===== config.mk =====
export PLATFORM = sky130hd
export DESIGN_NAME = adc_seq_ctrl
export DESIGN_NICKNAME = d
export VERILOG_FILES = /design/src/rtl/adc_seq_pkg.sv /design/src/rtl/adc_trig_sel.sv /design/src/rtl/adc_timing.sv /design/src/rtl/adc_slot_store.sv /design/src/rtl/adc_seq_ctrl.sv
export SDC_FILE = /design/constraint.sdc
export NUM_CORES = 1
export LEC_CHECK = 0
export ABC_AREA = 1
export BUFFER_PORTS_ARGS = -buffer_cell sky130_fd_sc_hd__buf_2
export CORE_ASPECT_RATIO = 1.1
export CORE_MARGIN = 2
export CORE_UTILIZATION = 55
export DETAILED_ROUTE_END_ITERATION = 6
export GPL_TIMING_DRIVEN = 1
export PLACE_DENSITY = 0.77
export SYNTH_ARGS = -nofsm -noshare
export SYNTH_HDL_FRONTEND = slang
export SYNTH_SLANG_ARGS = --single-unit

===== constraint.sdc =====
create_clock -name clk -period 2.65 [get_ports clk]
set_input_delay 0.53 -clock clk [delete_from_list [all_inputs] [get_ports clk]]
set_output_delay 0.53 -clock clk [all_outputs]
set_load 0.02 [all_outputs]

===== src/rtl/adc_seq_pkg.sv =====
package adc_seq_pkg;
  localparam int NSLOT       = 16;
  localparam int SLOTW       = $clog2(NSLOT);
  localparam int DW          = 12;
  localparam int CHW         = 4;
  localparam int NSRC        = 4;
  localparam int CONV_CYCLES = 13;
  localparam int TCNTW       = 11;

  typedef enum logic [1:0] {
    PH_IDLE   = 2'd0,
    PH_SAMPLE = 2'd1,
    PH_CONV   = 2'd2,
    PH_WAIT   = 2'd3
  } phase_t;

  // Length of the pulse-mode sample window in clocks.
  function automatic logic [TCNTW-1:0] sample_clocks(input logic [3:0] code);
    case (code)
      4'd0:    return TCNTW'(4);
      4'd1:    return TCNTW'(8);
      4'd2:    return TCNTW'(16);
      4'd3:    return TCNTW'(32);
      4'd4:    return TCNTW'(64);
      4'd5:    return TCNTW'(96);
      4'd6:    return TCNTW'(128);
      4'd7:    return TCNTW'(192);
      4'd8:    return TCNTW'(256);
      4'd9:    return TCNTW'(384);
      4'd10:   return TCNTW'(512);
      4'd11:   return TCNTW'(768);
      default: return TCNTW'(1024);
    endcase
  endfunction
endpackage


===== src/rtl/adc_trig_sel.sv =====
module adc_trig_sel #(
  parameter int NSRC = 4,
  localparam int SELW = $clog2(NSRC)
) (
  input  logic            clk,
  input  logic            rst_n,
  input  logic [NSRC-1:0] srcs,
  input  logic [SELW-1:0] sel,
  output logic            rise,
  output logic            fall
);
  logic lvl, lvl_q;

  assign lvl = srcs[sel];

  always_ff @(posedge clk) begin
    if (!rst_n) lvl_q <= 1'b0;
    else        lvl_q <= lvl;
  end

  assign rise = lvl & ~lvl_q;
  assign fall = ~lvl & lvl_q;
endmodule


===== src/rtl/adc_timing.sv =====
module adc_timing
  import adc_seq_pkg::*;
#(
  parameter int CONV_CYC = CONV_CYCLES,
  parameter int CNTW     = TCNTW
) (
  input  logic       clk,
  input  logic       rst_n,
  input  logic       trig_rise,
  input  logic       trig_fall,
  input  logic       pulse_mode,
  input  logic       seq_mode,
  input  logic       multi_conv,
  input  logic [3:0] sample_code,
  input  logic       last_slot,
  output phase_t     phase,
  output logic       sample_en,
  output logic       conv_start,
  output logic       wr_en,
  output logic       load_start,
  output logic       step_slot
);
  logic [CNTW-1:0] cnt;
  logic [CNTW-1:0] samp_len;
  logic            samp_done;
  logic            conv_done;
  logic            auto_next;

  assign samp_len  = CNTW'(sample_clocks(sample_code));
  assign samp_done = pulse_mode ? (cnt == samp_len - CNTW'(1)) : trig_fall;
  assign conv_done = (phase == PH_CONV) && (cnt == CNTW'(CONV_CYC - 1));
  assign auto_next = pulse_mode && multi_conv;

  always_ff @(posedge clk) begin
    if (!rst_n) begin
      phase <= PH_IDLE;
      cnt   <= '0;
    end else begin
      case (phase)
        PH_IDLE, PH_WAIT: begin
          cnt <= '0;
          if (trig_rise) phase <= PH_SAMPLE;
        end
        PH_SAMPLE: begin
          if (samp_done) begin
            phase <= PH_CONV;
            cnt   <= '0;
          end else begin
            cnt <= cnt + CNTW'(1);
          end
        end
        default: begin
          if (conv_done) begin
            cnt <= '0;
            if (last_slot)
              phase <= (auto_next && !seq_mode) ? PH_SAMPLE : PH_IDLE;
            else
              phase <= auto_next ? PH_SAMPLE : PH_WAIT;
          end else begin
            cnt <= cnt + CNTW'(1);
          end
        end
      endcase
    end
  end

  assign sample_en  = (phase == PH_SAMPLE);
  assign conv_start = (phase == PH_CONV) && (cnt == '0);
  assign wr_en      = conv_done;
  assign load_start = (phase == PH_IDLE) && trig_rise;
  assign step_slot  = conv_done && !last_slot;
endmodule


===== src/rtl/adc_slot_store.sv =====
module adc_slot_store #(
  parameter int NSLOT = 16,
  parameter int DW    = 12,
  localparam int SLOTW = $clog2(NSLOT)
) (
  input  logic             clk,
  input  logic             rst_n,
  input  logic             wr_en,
  input  logic [SLOTW-1:0] wr_slot,
  input  logic [DW-1:0]    wr_data,
  input  logic [SLOTW-1:0] rd_slot,
  input  logic             rd_strobe,
  output logic [DW-1:0]    rd_data,
  output logic [NSLOT-1:0] done_flags
);
  logic [DW-1:0] mem [NSLOT];

  for (genvar k = 0; k < NSLOT; k++) begin : g_slot
    logic hit_wr, hit_rd;
    assign hit_wr = wr_en && (wr_slot == SLOTW'(k));
    assign hit_rd = rd_strobe && (rd_slot == SLOTW'(k));

    always_ff @(posedge clk) begin
      if (!rst_n) begin
        mem[k]        <= '0;
        done_flags[k] <= 1'b0;
      end else begin
        if (hit_wr) mem[k] <= wr_data;
        if (hit_wr)      done_flags[k] <= 1'b1;
        else if (hit_rd) done_flags[k] <= 1'b0;
      end
    end
  end

  assign rd_data = mem[rd_slot];
endmodule


===== src/rtl/adc_seq_ctrl.sv =====
module adc_seq_ctrl
  import adc_seq_pkg::*;
#(
  parameter int N_SLOT   = NSLOT,
  parameter int DATA_W   = DW,
  parameter int CHAN_W   = CHW,
  parameter int N_SRC    = NSRC,
  parameter int CONV_CYC = CONV_CYCLES,
  localparam int SW      = $clog2(N_SLOT),
  localparam int SRCW    = $clog2(N_SRC)
) (
  input  logic                     clk,
  input  logic                     rst_n,
  input  logic                     sw_trig,
  input  logic [N_SRC-2:0]         tmr_trig,
  input  logic [SRCW-1:0]          trig_src,
  input  logic                     pulse_mode,
  input  logic                     seq_mode,
  input  logic                     multi_conv,
  input  logic [3:0]               sample_code,
  input  logic [SW-1:0]            start_slot,
  input  logic [N_SLOT*CHAN_W-1:0] slot_chan,
  input  logic [N_SLOT-1:0]        slot_eos,
  input  logic [DATA_W-1:0]        conv_data,
  input  logic [SW-1:0]            rd_slot,
  input  logic                     rd_strobe,
  output logic                     sample_en,
  output logic                     conv_start,
  output logic [CHAN_W-1:0]        conv_chan,
  output logic                     busy,
  output logic [N_SLOT-1:0]        done_flags,
  output logic [DATA_W-1:0]        rd_data
);
  // Named internal events, also observed by the bound checker.
  logic          trig_rise, trig_fall;
  logic          wr_en, load_start, step_slot, last_slot;
  logic [SW-1:0] slot_q;
  phase_t        phase;

  adc_trig_sel #(.NSRC(N_SRC)) u_trig (
    .clk  (clk),
    .rst_n(rst_n),
    .srcs ({tmr_trig, sw_trig}),
    .sel  (trig_src),
    .rise (trig_rise),
    .fall (trig_fall)
  );

  adc_timing #(.CONV_CYC(CONV_CYC), .CNTW(TCNTW)) u_timing (
    .clk        (clk),
    .rst_n      (rst_n),
    .trig_rise  (trig_rise),
    .trig_fall  (trig_fall),
    .pulse_mode (pulse_mode),
    .seq_mode   (seq_mode),
    .multi_conv (multi_conv),
    .sample_code(sample_code),
    .last_slot  (last_slot),
    .phase      (phase),
    .sample_en  (sample_en),
    .conv_start (conv_start),
    .wr_en      (wr_en),
    .load_start (load_start),
    .step_slot  (step_slot)
  );

  always_ff @(posedge clk) begin
    if (!rst_n)          slot_q <= '0;
    else if (load_start) slot_q <= start_slot;
    else if (step_slot)  slot_q <= slot_q + SW'(1);
  end

  assign conv_chan = slot_chan[slot_q*CHAN_W +: CHAN_W];
  assign last_slot = !seq_mode || slot_eos[slot_q];
  assign busy      = (phase != PH_IDLE);

  adc_slot_store #(.NSLOT(N_SLOT), .DW(DATA_W)) u_store (
    .clk       (clk),
    .rst_n     (rst_n),
    .wr_en     (wr_en),
    .wr_slot   (slot_q),
    .wr_data   (conv_data),
    .rd_slot   (rd_slot),
    .rd_strobe (rd_strobe),
    .rd_data   (rd_data),
    .done_flags(done_flags)
  );
endmodule


# --- After elaboration in Yosys (flattened, before gate mapping) ---
# Memories as Yosys holds them, arrays and structs flattened.
# Index checks and enable logic that the tools add are counted.
totals:
  ramBits: 192
  mem_count: 2
  wordCells: 265
  romBits: 144
  input_bits: 116
  register_bits: 34
memory_table:
  columns: ["memory", "depth", "width", "read_ports", "rd_clocked_by_memory_dff", "wr", "line_no", "source"]
  rows:
  - ["u_store.mem", 16, 12, 1, 0, 16, "adc_slot_store.sv:16", "logic [DW-1:0] mem [NSLOT];"]
  - ["(name not given)", 16, 9, 1, 0, 0, "adc_seq_pkg.sv:19", "case (code)"]
classes:
  n_reduce_logical: 66
  n_bitwise: 20
  n_shift: 1
  n_lt_le_gt_ge: 2
  muxes: 114
  addsub: 3
  n_eq_ne: 37
op_table:
  columns: ["operator", "count"]
  rows:
  - ["$mux 12", 16]
  - ["$mux 1", 85]
  - ["$eq 4x4->1 const B", 16]
  - ["$shiftx 64x7->4", 1]
  - ["$logic_and 1x1->1", 38]
  - ["$reduce_bool 2->1", 18]
  - ["$eq 4x3->1 const B", 8]
  - ["$mux 11", 2]
  - ["$pmux 11 s2", 1]
  - ["$eq 4x2->1 const B", 4]
  - ["$or 1x1->1", 16]
  - ["$add 11x1->11 const B", 1]
  - ["$eq 11x11->1", 1]
  - ["$eq 11x4->1 const B", 1]
  - ["$logic_not 11->1", 1]
  - ["$sub 11x1->11 const B", 1]
  - ["$mux 2", 5]
  - ["$eq 4x1->1 const B", 2]
  - ["$logic_not 4->1", 2]
  - ["$mux 4", 2]
  - ["$lt 4x5->1 const B", 1]
  - ["$add 4x1->4 const B", 1]
  - ["$bmux 1 s4", 1]
  - ["$eq 2x2->1 const B", 2]
  - ["13 further kinds", 17]

# --- Longest topological paths before layout ---
# Gate-level depths: netlist of the first run.
logic_depth:
  depth_word: 7
  ltp_mapped: 20
  mapped_depth_nobuf: 19

# --- Modules after synthesis ---
# A second synthesis of the first run with hierarchy kept.
hier_totals:
  cells_unflattened: 1579
  area_unflattened_um2: 12067.8
modules_own_cells:
  columns: ["mod", "area_per_inst_um2", "seq_area_each_um2", "n_inst", "cells_per_inst"]
  rows:
  - ["adc_slot_store", 9748.1, 6085.8, 1, 1138]
  - ["adc_timing", 1146.1, 260.2, 1, 192]
  - ["adc_seq_ctrl", 1062.3, 80.1, 1, 226]
  - ["adc_trig_sel", 111.4, 20.0, 1, 23]

# --- Worst setup path before layout of the first run ---
# OpenSTA, ideal clock, no wires.
synth_timing:
  path_kind: "input to output"
  startpoint: "input port rd_slot[1]"
  endpoint: "output port rd_data[6]"
  path_stages: 7
  path_buffers: 2
  setup_slack_ps: 335
  arrival_time_ps: 1785
  path_cell_list: "nand2_1 inv_1 buf_2 buf_2 a22oi_1 a21oi_1 or4_1"
synth_between:
  elab_chain_len: 1
synth_lines:
  columns: ["element", "line_no", "source"]
  rows:
  - ["start, declared", "adc_seq_ctrl.sv:25", "input logic [SW-1:0] rd_slot,"]
  - ["$mem_v2 16x12", null, null]
  - ["end, declared", "adc_seq_ctrl.sv:32", "output logic [DATA_W-1:0] rd_data"]
# Every way passes these cells.

# --- Worst setup path after layout of the first run ---
layout_timing:
  startpoint: "input port rd_slot[1]"
  endpoint: "output port rd_data[3]"
# Same word-level chain as after synthesis.

==> results.txt, run 1 <==
Critical Path, Cell by Cell -> buf_2 -> buf_4 -> nor2_4 -> buf_12 -> a22oi_1 -> a21oi_1 -> or4_1 -> buf_2
Number of synthesized flops with an enable pin -> 192
Yosys cell types -> 36
Kind of critical path -> in -> out
RSZ-0062 raised after global routing -> yes
Initial core utilization -> 0.563
Clk sinks -> 226
Num ports -> 151
TNS Setup -> 0 ns
Sw frac -> 0.288
Most common cell on crit path -> buf_2
Fillers -> 1488
Comb power frac -> 0.188
Tcrit/Tclk final -> 0.996
Final count of pins violating max slew -> 0
Pwr Density -> 682 nW/um^2
P_sw -> 0.00252 W
Vias in the first global route -> 9107
First drt pass iteration count -> 6
Drt drc -> 0
Startpoint types -> input pin
Detail-routed via count per cell -> 6.05
Most frequent cells in the layout -> nor2_1 (283), edfxtp_1 (192), buf_2 (146)
Gate Count Post-Synth -> 1131
Post-CTS Setup Bufs -> 0
Crit path largest cell delay -> 0.52 ns
Root buffer cell -> clkbuf_16
Status -> finished, final reports clean
Synth Cell Area -> 10800 um^2
Design Area, Final -> 12800 um^2
Largest net degree at the start of global routing -> 39
Hpwl dp -> 21700 um
Critical Path End Type -> output port
Number of H-tree levels -> 1
Fraction of registers with async set or reset after synthesis -> 0
Top post-synthesis cells by area -> edfxtp_1 (53%), nor2_1 (9.9%), a22oi_1 (6.7%)
Routed via count -> 9309
Design Power -> 0.00874 W
Number of port buffers -> 150
CP arrival -> 2.11 ns
Worst-Skew Late Latency -> 0.52 ns
Post-route ant nets -> 0
Core area -> 19200 um^2
Die ar. -> 20800 um^2
Area Growth Syn to Fin -> 18.4%
Worst min path class -> in -> reg
Share of cells above drive strength 1 -> 0.218
Final worst path period need -> 2.64 ns
Final cell utilization of the core -> 0.667
Area after DPL -> 12000 um^2
Nets -> 1401
DRT iter0 DRCs -> 1084
Synth area leader -> edfxtp_1
Worst vdd ir -> 0.449 mV
Chip Width -> 138 um
Ant diodes -> 0
Final setup vio count -> 0
P_int -> 0.00622 W
Crit path max-delay cell type -> or4_1
Syn avg cell area -> 9.58 um^2
Reg2Reg Setup Slack -> 0.33 ns
Final setup skew -> 0.0113 ns
GP Congestion -> 0.970
Syn. warnings -> 0
Inst Count DP -> 1498
Clock transition at the registers of the reported paths -> 0.07 ns
Cts bufs inserted -> 22
Max Cap Viol -> 0
Ys flop type -> edfxtp_1
Syn Nets -> 1257
Required time worst endpoint -> 2.12 ns
CTS tree -> yes
Routed WL -> 31700 um
Worst Tran Pin Value -> 0.774 ns
#FFs+latches synth -> 226
Clock tree buffer depth -> 3
Initial antenna violation count -> 0
GRT Util Overall -> 0.311
GR Overflow Total -> 0
Final hold vios -> 0
Hold_buf cts -> 0
First-pass GRT wire length -> 48700 um
Die Ht -> 151 um
CP max FO -> 13
Cell Rows -> 53
Finished Layout Cells -> 1538
Register area share after synthesis -> 0.595
Clock share of power -> 0.347
Most common cell after layout, fill and taps aside -> nor2_1
Top-area cell type share of the netlist area -> 0.532
FMAX -> 0.379 GHz
Leakage -> 5.21 nW
Routed wire length per instance -> 20.6 um
Rel. slew slack -> 0.483
Seq pwr share -> 0.465
-- through the flow --
stage	hold WS [ns]	setup slack, ns
6_report	0.294	0.00972
5_1_grt	0.341	-0.0272
4_1_cts	0.294	0.00281
3_5_place_dp	0.456	-0.0160
3_3_place_gp	0.443	-0.0121
2_1_floorplan	0.430	0.335
-- critical path, delay by kind of cell --
family | cells | cell delay, ns
buffers and inverters | 4 | 0.60
and+or+nand+nor | 2 | 0.57
AOI/OAI and AO/OA | 2 | 0.38
-- cell type report --
class,instances,area (um^2),area share
Clock buffer,24,579,0.0452
Clock inverter,16,115,0.00898
Inverter,64,246,0.0192
Multi-Input combinational cell,768,3940,0.307
Sequential cell,226,6450,0.503
Tap cell,247,309,0.0241
Timing Repair Buffer,193,1190,0.0925
-- cell usage after synthesis (3+ instances only) --
cell type,instances
buf_1,3
nor3_1,10
ha_1,10
a21oi_1,54
inv_1,58
clkbuf_1,41
o22ai_1,16
nor2_1,285
mux2_2,3
buf_2,26
or4_1,12
inv_2,5
o21ai_0,77
dfxtp_1,34
edfxtp_1,192
or2_2,8
xor2_1,11
a22oi_1,96
nand2_1,126
nand3_1,34
nor2_2,8
nand4_1,8
-- worst paths after layout --
| path | cells past startpoint | to | from |
|---|---|---|---|
| max | 8 | rd_data[3] | rd_slot[1] |
| min | 3 | slot_q[0]$_SDFFE_PN0P_ | start_slot[0] |
| max reg2reg | 7 | u_store.mem[0][4]$_SDFFCE_PN0P_ | u_timing.cnt[4]$_SDFF_PN0_ |
| min reg2reg | 1 | u_timing.cnt[0]$_SDFF_PN0_ | u_timing.cnt[0]$_SDFF_PN0_ |
-- power by group through the flow --
stage | logic [W] | registers [W] | clock network (W)
floorplan | 0.00108 | 0.00410 | 0
global placement | 0.00158 | 0.00412 | 0
detailed placement | 0.00160 | 0.00413 | 0
CTS | 0.00161 | 0.00406 | 0.00302
global route | 0.00181 | 0.00408 | 0.00319
finish | 0.00165 | 0.00406 | 0.00303
-- flip-flops by register name, summed over array words and instances, names as in the netlist --
signal              flops
u_store.mem           192
u_store.done_flags     16
u_timing.cnt           11
slot_q                  4
u_timing.phase          2
u_trig.lvl_q            1
-- per-layer routing --
| metal | vias to the layer above | share of wire | GRT usage |
|---|---|---|---|
| met1 | 4381 | 0.36 | 0.383 |
| met4 | 0 | 0.048 | 0.161 |
| met2 | 599 | 0.49 | 0.528 |
| li1 | 4229 | - | - |
| met3 | 100 | 0.10 | 0.0519 |
| met5 | - | 0 | 0 |
-- logic make-up (layout without fill, tap and decap cells) --
| group | after synthesis | after routing | share of synthesized area |
|---|---|---|---|
| and+or+nand+nor | 498 | 498 | 0.190 |
| AOI/OAI and AO/OA | 245 | 245 | 0.138 |
| DFF | 226 | 226 | 0.595 |
| buffers and inverters | 137 | 297 | 0.0522 |
| xor gates and xnor gates | 12 | 12 | 0.00970 |
| adders and majority gates | 10 | 10 | 0.0116 |
| muxes | 3 | 3 | 0.00312 |
-- repair_timing --
action	4_1_cts	5_1_grt
gates resized for setup	4	32
setup endpoints to repair	3	16
hold endpoints to repair	0	0
Note: power is estimated with default switching activity, not from simulation.
==> run 2, diff against run 1 <==
PLACE_DENSITY = 0.76   (was 0.77)
SYNTH_HIERARCHICAL = 1   (was not set)
==> run 2 against run 1 <==
Effect of this change:
- critical path depth is the same
- hold slack worse by 0.011 ns
- design area up 7.1%
- sequential share of layout area fell by 3.3 points
- first-iteration DRC count grew 2.5%
- clock skew increased by 0.017 ns
- register-to-register slack got worse by 0.10 ns
- largest cell class unchanged
- largest power group unchanged
==> results.txt, run 2 <==
Clk sinks -> 226 (unchanged)
Routed wire length per instance -> 16.6 um (-20%)
Drt drc -> 0 (unchanged)
Die ar. -> 23100 um^2 (+11%)
Biggest register -> u_store/mem
Initial antenna violation count -> 0 (unchanged)
Top post-synthesis cells by area -> edfxtp_1 (48%), nand2_1 (22%), nor2_1 (8.9%)
Number of port buffers -> 150 (unchanged)
CTS tree -> yes
Startpoint types -> register
Critical Path End Type -> output port
Num ports -> 151 (unchanged)
Worst min path class -> in -> reg
Syn Nets -> 1702 (+35%)
Chip Width -> 145 um (+5.4%)
CP arrival -> 2.02 ns (-0.09 ns)
Required time worst endpoint -> 2.12 ns (about the same)
Critical Path, Cell by Cell -> inv_4 -> nor2_2 -> nor2_1 -> o21ai_1 -> nand3_1 -> nand2_1 -> nand2_1 -> buf_2
Cts bufs inserted -> 22 (unchanged)
Crit path max-delay cell type -> dfxtp_1
FF-to-FF Start -> u_timing/phase[0]$_SDFFE_PN0P_
Cells on worst reg2reg path -> 11 (+4)
Root buffer cell -> clkbuf_16
Final worst path period need -> 2.55 ns (-0.0946 ns)
Top-area cell type share of the netlist area -> 0.478 (-0.0546)
GR Overflow Total -> 0 (unchanged)
Worst-Skew Late Latency -> 0.52 ns (about the same)
Reg2Reg Setup Slack -> 0.23 ns (-0.10 ns)
Share of cells above drive strength 1 -> 0.145 (-0.0736)
Kind of critical path -> reg -> out
Final hold vios -> 0 (unchanged)
Leakage -> 6.63 nW (+27%)
Core area -> 21400 um^2 (+11%)
Buf/Inv on CP -> 2 (-2)
Vias in the first global route -> 10100 (+11%)
FMAX -> 0.393 GHz (+3.7%)
Nets -> 1826 (+30%)
Largest net degree at the start of global routing -> 61 (+56%)
Reg area -> 6450 um^2 (about the same)
RSZ-0062 raised after global routing -> no
Worst Tran Pin Value -> 0.775 ns (+0.00110 ns)
Routed via count -> 10700 (+15%)
Hold EP -> slot_q[2]$_SDFFE_PN0P_
Crit-path leading delay family -> simple AND/OR/NAND/NOR gates
CP max FO -> 40 (+27)
Cell Rows -> 56 (+5.7%)
Design Area, Final -> 13700 um^2 (+7.1%)
Synth area leader -> edfxtp_1
Rel. slew slack -> 0.483 (about the same)
Fillers -> 1891 (+27%)
Clock transition at the registers of the reported paths -> 0.07 ns (about the same)
Die Ht -> 159 um (+5.4%)
First drt pass iteration count -> 5 (-1)
Worst Hold Launch -> start_slot[2]
Syn avg cell area -> 7.64 um^2 (-20%)
Final setup vio count -> 0 (unchanged)
Crit path largest cell delay -> 0.45 ns (-0.07 ns)
Number of synthesized flops with an enable pin -> 192 (unchanged)
Hold path depth -> 3 (unchanged)
Ant diodes -> 0 (unchanged)
Initial core utilization -> 0.563 (about the same)
Hold slack -> 0.283 ns (-0.0107 ns)
Most frequent cells in the layout -> nand2_1 (690), nor2_1 (284), edfxtp_1 (192)
Clock tree buffer depth -> 3 (unchanged)
Tcrit/Tclk final -> 0.961 (-0.0357)
GRT Util Overall -> 0.284 (-0.0269)
Top Registers -> u_store/mem: 192 flops, u_store/done_flags: 16 flops, u_timing/cnt: 11 flops
Cell with the most instances after synthesis -> nand2_1
Final count of pins violating max slew -> 0 (unchanged)
Pwr Density -> 618 nW/um^2 (-9.3%)
Number of flip-flops in the largest register -> 192 (unchanged)
GP Congestion -> 0.945 (-2.6%)
Post-CTS Setup Bufs -> 0 (unchanged)
CP Launch Point -> slot_q[0]$_SDFFE_PN0P_
DRT iter0 DRCs -> 1111 (+2.5%)
Fraction of registers with async set or reset after synthesis -> 0 (unchanged)
First-pass GRT wire length -> 52400 um (+7.5%)
Ys flop type -> edfxtp_1
Status -> finished, final reports clean
Gate Count Post-Synth -> 1579 (+40%)
RR Endpoint -> u_store/mem[7][6]$_SDFFCE_PN0P_
Post-route ant nets -> 0 (unchanged)
Multi-input gate area -> 4760 um^2 (+21%)
Final setup skew -> 0.0285 ns (+0.0172 ns)
Register area share after synthesis -> 0.534 (-0.0610)
Most common cell on crit path -> nand2_1
#FFs+latches synth -> 226 (unchanged)
Synth Cell Area -> 12100 um^2 (+11%)
Area after DPL -> 13000 um^2 (+8.8%)
Syn. warnings -> 6 (+6)
Most common cell after layout, fill and taps aside -> nand2_1
Most frequent cells after synthesis -> nand2_1 (693), nor2_1 (285), edfxtp_1 (192)
Number of H-tree levels -> 1 (unchanged)
Max Cap Viol -> 0 (unchanged)
Yosys cell types -> 34 (-5.6%)
Detail-routed via count per cell -> 5.32 (-12%)
Hpwl dp -> 23200 um (+7.2%)
Routed WL -> 33300 um (+5.0%)
Worst vdd ir -> 0.502 mV (+12%)
Area Growth Syn to Fin -> 13.8%
TNS Setup -> 0 ns (unchanged)
-- run 2: cell count changes after synthesis, moves of 18 or more --
| cell | before | now |
|---|---|---|
| o21ai_0 | 77 | 30 |
| nand3_1 | 34 | 60 |
| inv_1 | 58 | 97 |
| nand2_1 | 126 | 693 |
| a22oi_1 | 96 | 1 |
| a21oi_1 | 54 | 15 |
| o21ai_1 | 0 | 18 |
-- run 2: kinds of logic (layout without fill, tap and decap cells) --
logic type / after synthesis / in the layout / share of synthesized area
and+or+nand+nor: 1072 / 1072 / 0.347
DFF: 226 / 226 / 0.534
buffers and inverters: 191 / 331 / 0.0721
AOI/OAI and AO/OA: 73 / 73 / 0.0322
xor gates and xnor gates: 10 / 10 / 0.00726
adders and majority gates: 7 / 7 / 0.00726
-- run 2: routing by layer --
metal | vias up | global-route usage | wire (um)
li1 | 5192 | - | -
met1 | 4889 | 0.365 | 12700
met2 | 553 | 0.490 | 16600
met3 | 47 | 0.0487 | 3130
met4 | 0 | 0.0967 | 867
met5 | - | 0 | 0
-- run 2: what timing repair did --
| action | CTS | global route |
|---|---|---|
| endpoints found under the hold margin | 0 | 0 |
| hold buffers | 0 | 0 |
| endpoints found under the setup margin | 0 | 20 |
| resized for setup | 0 | 5 |
-- run 2: cell type report --
type,instances,area share
timing repair buffer,186,0.0789
inverter,105,0.0292
multi-input combinational,1162,0.347
clock buffer,29,0.0443
tap,290,0.0264
sequential,226,0.469
clock inverter,11,0.00510
-- run 2: report_power, final --
part / internal (W) / switching [W] / total (W)
clock network: 0.00163 / 0.00131 / 0.00294
logic: 0.000495 / 0.00102 / 0.00151
registers: 0.00397 / 0.0000669 / 0.00404
total: 0.00610 / 0.00240 / 0.00849
-- run 2: through the flow --
| step | cells | worst slack [ns] | total power [W] | util |
|---|---|---|---|---|
| floorplan | 1579 | -0.165 | 0.00515 | - |
| global placement | 1969 | 0.192 | 0.00560 | 0.608 |
| detailed placement | 1969 | 0.164 | 0.00562 | 0.608 |
| CTS | 2009 | 0.0239 | 0.00850 | 0.640 |
| global route | 2009 | 0.0107 | 0.00885 | 0.641 |
| finish | 2009 | 0.104 | 0.00849 | 0.641 |
-- run 2: worst max-delay path by stage --
stage	cells past startpoint	slack, ns	to
floorplan	8	-0.17	u_store/mem[10][0]$_SDFFCE_PN0P_
global placement	16	0.19	u_timing/cnt[9]$_SDFF_PN0_
detailed placement	16	0.16	u_timing/cnt[8]$_SDFF_PN0_
CTS	8	0.02	conv_chan[3]
global route	9	0.01	conv_chan[3]
finish	8	0.10	conv_chan[3]
-- run 2: worst register-to-register path, stage by stage, from the launching register on --
cell	delay, ns
dfxtp_1	0.34
inv_1	0.08
ha_1	0.18
nand4_1	0.11
nor2_1	0.10
inv_1	0.07
nor3_1	0.15
buf_4	0.19
inv_1	0.09
nor3_1	0.27
nand2_1	0.44
nor2_1	0.27
==> run 3, diff against run 2 <==
ABC_AREA = not set   (was 1)
PLACE_DENSITY = 0.77   (was 0.76)
==> run 3 against run 2 <==
Effect of this change:
- core utilization rose by 3.5 points
- clock skew is 0.021 ns lower
- fmax is 1.8% lower
- flip-flop and latch count unchanged
- first-iteration DRC count down 42%
- sequential power hardly changed
- setup slack got worse by 0.047 ns
- global-route usage is 2.0 points lower
- critical endpoint is now conv_chan[0]
==> results.txt, run 3 <==
Status -> finished, final reports clean
Register area share after synthesis -> 0.563 (+0.0290)
FF-to-FF Start -> u_timing/phase[0]$_SDFFE_PN0P_
Worst Tran Pin Value -> 0.551 ns (-0.224 ns)
Initial core utilization -> 0.558 (-0.00464)
Share of cells above drive strength 1 -> 0.335 (+0.190)
Critical Path End Type -> output port
Dpl ws -> -0.435 ns (-0.598 ns)
Number of H-tree levels -> 1 (unchanged)
CP arrival -> 2.06 ns (+0.04 ns)
Synth Area in Simple Gates -> 0.172 (-0.175)
Final hold vios -> 0 (unchanged)
Cts bufs inserted -> 23 (+4.5%)
Initial antenna violation count -> 0 (unchanged)
Vias in the first global route -> 8003 (-21%)
Cell with the most instances after synthesis -> and2_1
Hold_buf cts -> 0 (unchanged)
Worst Hold Launch -> start_slot[3]
Reg2Reg Setup Slack -> 0.16 ns (-0.07 ns)
Post-route ant nets -> 0 (unchanged)
Die ar. -> 22000 um^2 (-5.0%)
Startpoint types -> register
CP max FO -> 5 (-88%)
Clock tree buffer depth -> 3 (unchanged)
First-pass GRT wire length -> 43900 um (-16%)
Clock transition at the registers of the reported paths -> 0.06 ns (about the same)
Drt drc -> 0 (unchanged)
Required time worst endpoint -> 2.12 ns (about the same)
Largest net degree at the start of global routing -> 24 (-61%)
Syn avg cell area -> 13.3 um^2 (+74%)
Final worst path period need -> 2.59 ns (+0.0466 ns)
Adder-Cell Fraction of Synth Area -> 0.00765 (+0.000393)
GRT Util Overall -> 0.264 (-0.0202)
Root buffer cell -> clkbuf_16
CTS tree -> yes
Num ports -> 151 (unchanged)
Most frequent cells in the layout -> and2_1 (202), edfxtp_1 (192), buf_2 (148)
Syn Nets -> 982 (-42%)
Core area -> 20500 um^2 (-4.4%)
Max Cap Viol -> 0 (unchanged)
Hold slack -> 0.333 ns (+0.0501 ns)
FMAX -> 0.386 GHz (-1.8%)
Number of port buffers -> 150 (unchanged)
Clk sinks -> 226 (unchanged)
Nets -> 1167 (-36%)
Kind of critical path -> reg -> out
Final count of pins violating max slew -> 0 (unchanged)
Number of flip-flops in the largest register -> 192 (unchanged)
Most frequent cells after synthesis -> and2_1 (203), edfxtp_1 (192), mux4_2 (59)
Syn. warnings -> 6 (unchanged)
Xor/xnor share of the synthesized area -> 0.0130 (+0.00575)
Area Growth Syn to Fin -> 21.1%
Fraction of registers with async set or reset after synthesis -> 0 (unchanged)
Dominant combinational cell family by area after synthesis -> simple AND/OR/NAND/NOR gates
Most common cell after layout, fill and taps aside -> and2_1
Post-synthesis mux area share -> 0.134 (+0.134)
Inst Count DP -> 1269 (-36%)
Final cell utilization of the core -> 0.676 (+0.0353)
Number of synthesized flops with an enable pin -> 192 (unchanged)
Final WS setup -> 0.0577 ns (-0.0466 ns)
Routed wire length per instance -> 21.9 um (+32%)
Synth area leader -> edfxtp_1
RSZ-0062 raised after global routing -> yes
Routed via count -> 7855 (-26%)
Chip Width -> 142 um (-2.5%)
Worst min path class -> in -> reg
GP Congestion -> 0.850 (-10%)
Hold path depth -> 4 (+1)
Yosys cell types -> 60 (+76%)
Ys flop type -> edfxtp_1
Biggest register -> u_store/mem
Cells on worst reg2reg path -> 11 (unchanged)
Final setup vio count -> 0 (unchanged)
Tcrit/Tclk final -> 0.978 (+0.0176)
Top Registers -> u_store/mem: 192 flops, u_store/done_flags: 16 flops, u_timing/cnt: 11 flops
CP Launch Point -> slot_q[0]$_SDFFE_PN0P_
Routed WL -> 28800 um (-13%)
Gate Count Post-Synth -> 859 (-46%)
Rel. slew slack -> 0.631 (+0.148)
Fillers -> 1440 (-24%)
First drt pass iteration count -> 5 (unchanged)
Top post-synthesis cells by area -> edfxtp_1 (50%), mux4_2 (12%), and2_1 (11%)
Finished Layout Cells -> 1317 (-34%)
Die Ht -> 155 um (-2.5%)
GR Overflow Total -> 0 (unchanged)
Pwr Density -> 646 nW/um^2 (+4.5%)
Synth Cell Area -> 11400 um^2 (-5.1%)
Worst-Skew Late Latency -> 0.50 ns (-0.02 ns)
Detail-routed via count per cell -> 5.96 (+12%)
Hpwl dp -> 19900 um (-14%)
Leakage -> 5.40 nW (-19%)
DRT iter0 DRCs -> 640 (-42%)
Top-area cell type share of the netlist area -> 0.504 (+0.0259)
Final setup skew -> 0.00711 ns (-0.0214 ns)
#FFs+latches synth -> 226 (unchanged)
Cell Rows -> 55 (-1.8%)
RR Endpoint -> u_store/mem[13][4]$_SDFFCE_PN0P_
Synth Area in Compound Gates -> 0.0721 (+0.0399)
Hold EP -> slot_q[3]$_SDFFE_PN0P_
Worst vdd ir -> 0.423 mV (-16%)
[run 3: cell count changes after synthesis, moves of 57 or more]
cell     before  now
nand3_1      60    3
mux4_2        0   59
nor2_1      285   40
nand2_1     693   39
inv_1        97   15
and2_1        0  203
[run 3: where the power goes]
part | internal (W) | leakage (nW) | switching [W]
Combinational | 0.000612 | 2.72 | 0.000728
Sequential | 0.00397 | 2.26 | 0.0000741
Clock | 0.00226 | 0.415 | 0.00131
[run 3: metrics by stage]
stage	TNS (ns)	total power (W)	area [um^2]
3_3_place_gp	-4.51	0.00535	12800
6_report	0	0.00895	13900
3_5_place_dp	-5.11	0.00537	12800
4_1_cts	0	0.00894	13700
2_1_floorplan	-31.87	0.00492	11500
5_1_grt	-0.00706	0.00924	13900
[run 3: repair_timing]
action	CTS	global route
hold endpoints to repair	0	0
setup buffers	1	3
cloned	1	1
pin swaps	0	8
resized for setup	5	19
endpoints found under the setup margin	15	228
[run 3: final cells by class]
class | count | area [um^2] | share of cell area
Multi-Input combinational cell | 550 | 4660 | 0.336
Inverter | 15 | 60.1 | 0.00433
Timing Repair Buffer | 228 | 1520 | 0.110
Antenna cell | 1 | 2.50 | 0.000181
Clock buffer | 28 | 624 | 0.0450
Sequential cell | 226 | 6450 | 0.466
Clock inverter | 13 | 216 | 0.0156
Tap cell | 256 | 320 | 0.0231
[run 3: how the worst max path moves through the flow]
stage,endpoint
CTS,conv_chan[1]
finish,conv_chan[0]
detailed placement,u_timing/phase[1]$_SDFFE_PN0P_
floorplan,u_store/mem[11][0]$_SDFFCE_PN0P_
global placement,u_timing/phase[1]$_SDFFE_PN0P_
global route,conv_chan[0]
[run 3: cells by family after synthesis]
logic type      after synthesis
simple gates                336
mux                          80
compound gates              110
fa+ha+maj                     7
flops                       226
buf+inv                      83
xor+xnor                     17
[run 3: worst max-delay path, cell delays in order, from the launching register on]
cell,delay (ns)
dfxtp_4,0.39
buf_4,0.18
mux4_2,0.52
a22oi_1,0.19
nand2_1,0.10
buf_2,0.17
[run 3: metal layers]
| layer | part of all wire | wire [um] | track usage |
|---|---|---|---|
| met5 | 0 | 0 | 0 |
| met3 | 0.076 | 2180 | 0.0400 |
| met4 | 0.028 | 802 | 0.0838 |
| met1 | 0.37 | 10700 | 0.327 |
| met2 | 0.52 | 15100 | 0.477 |
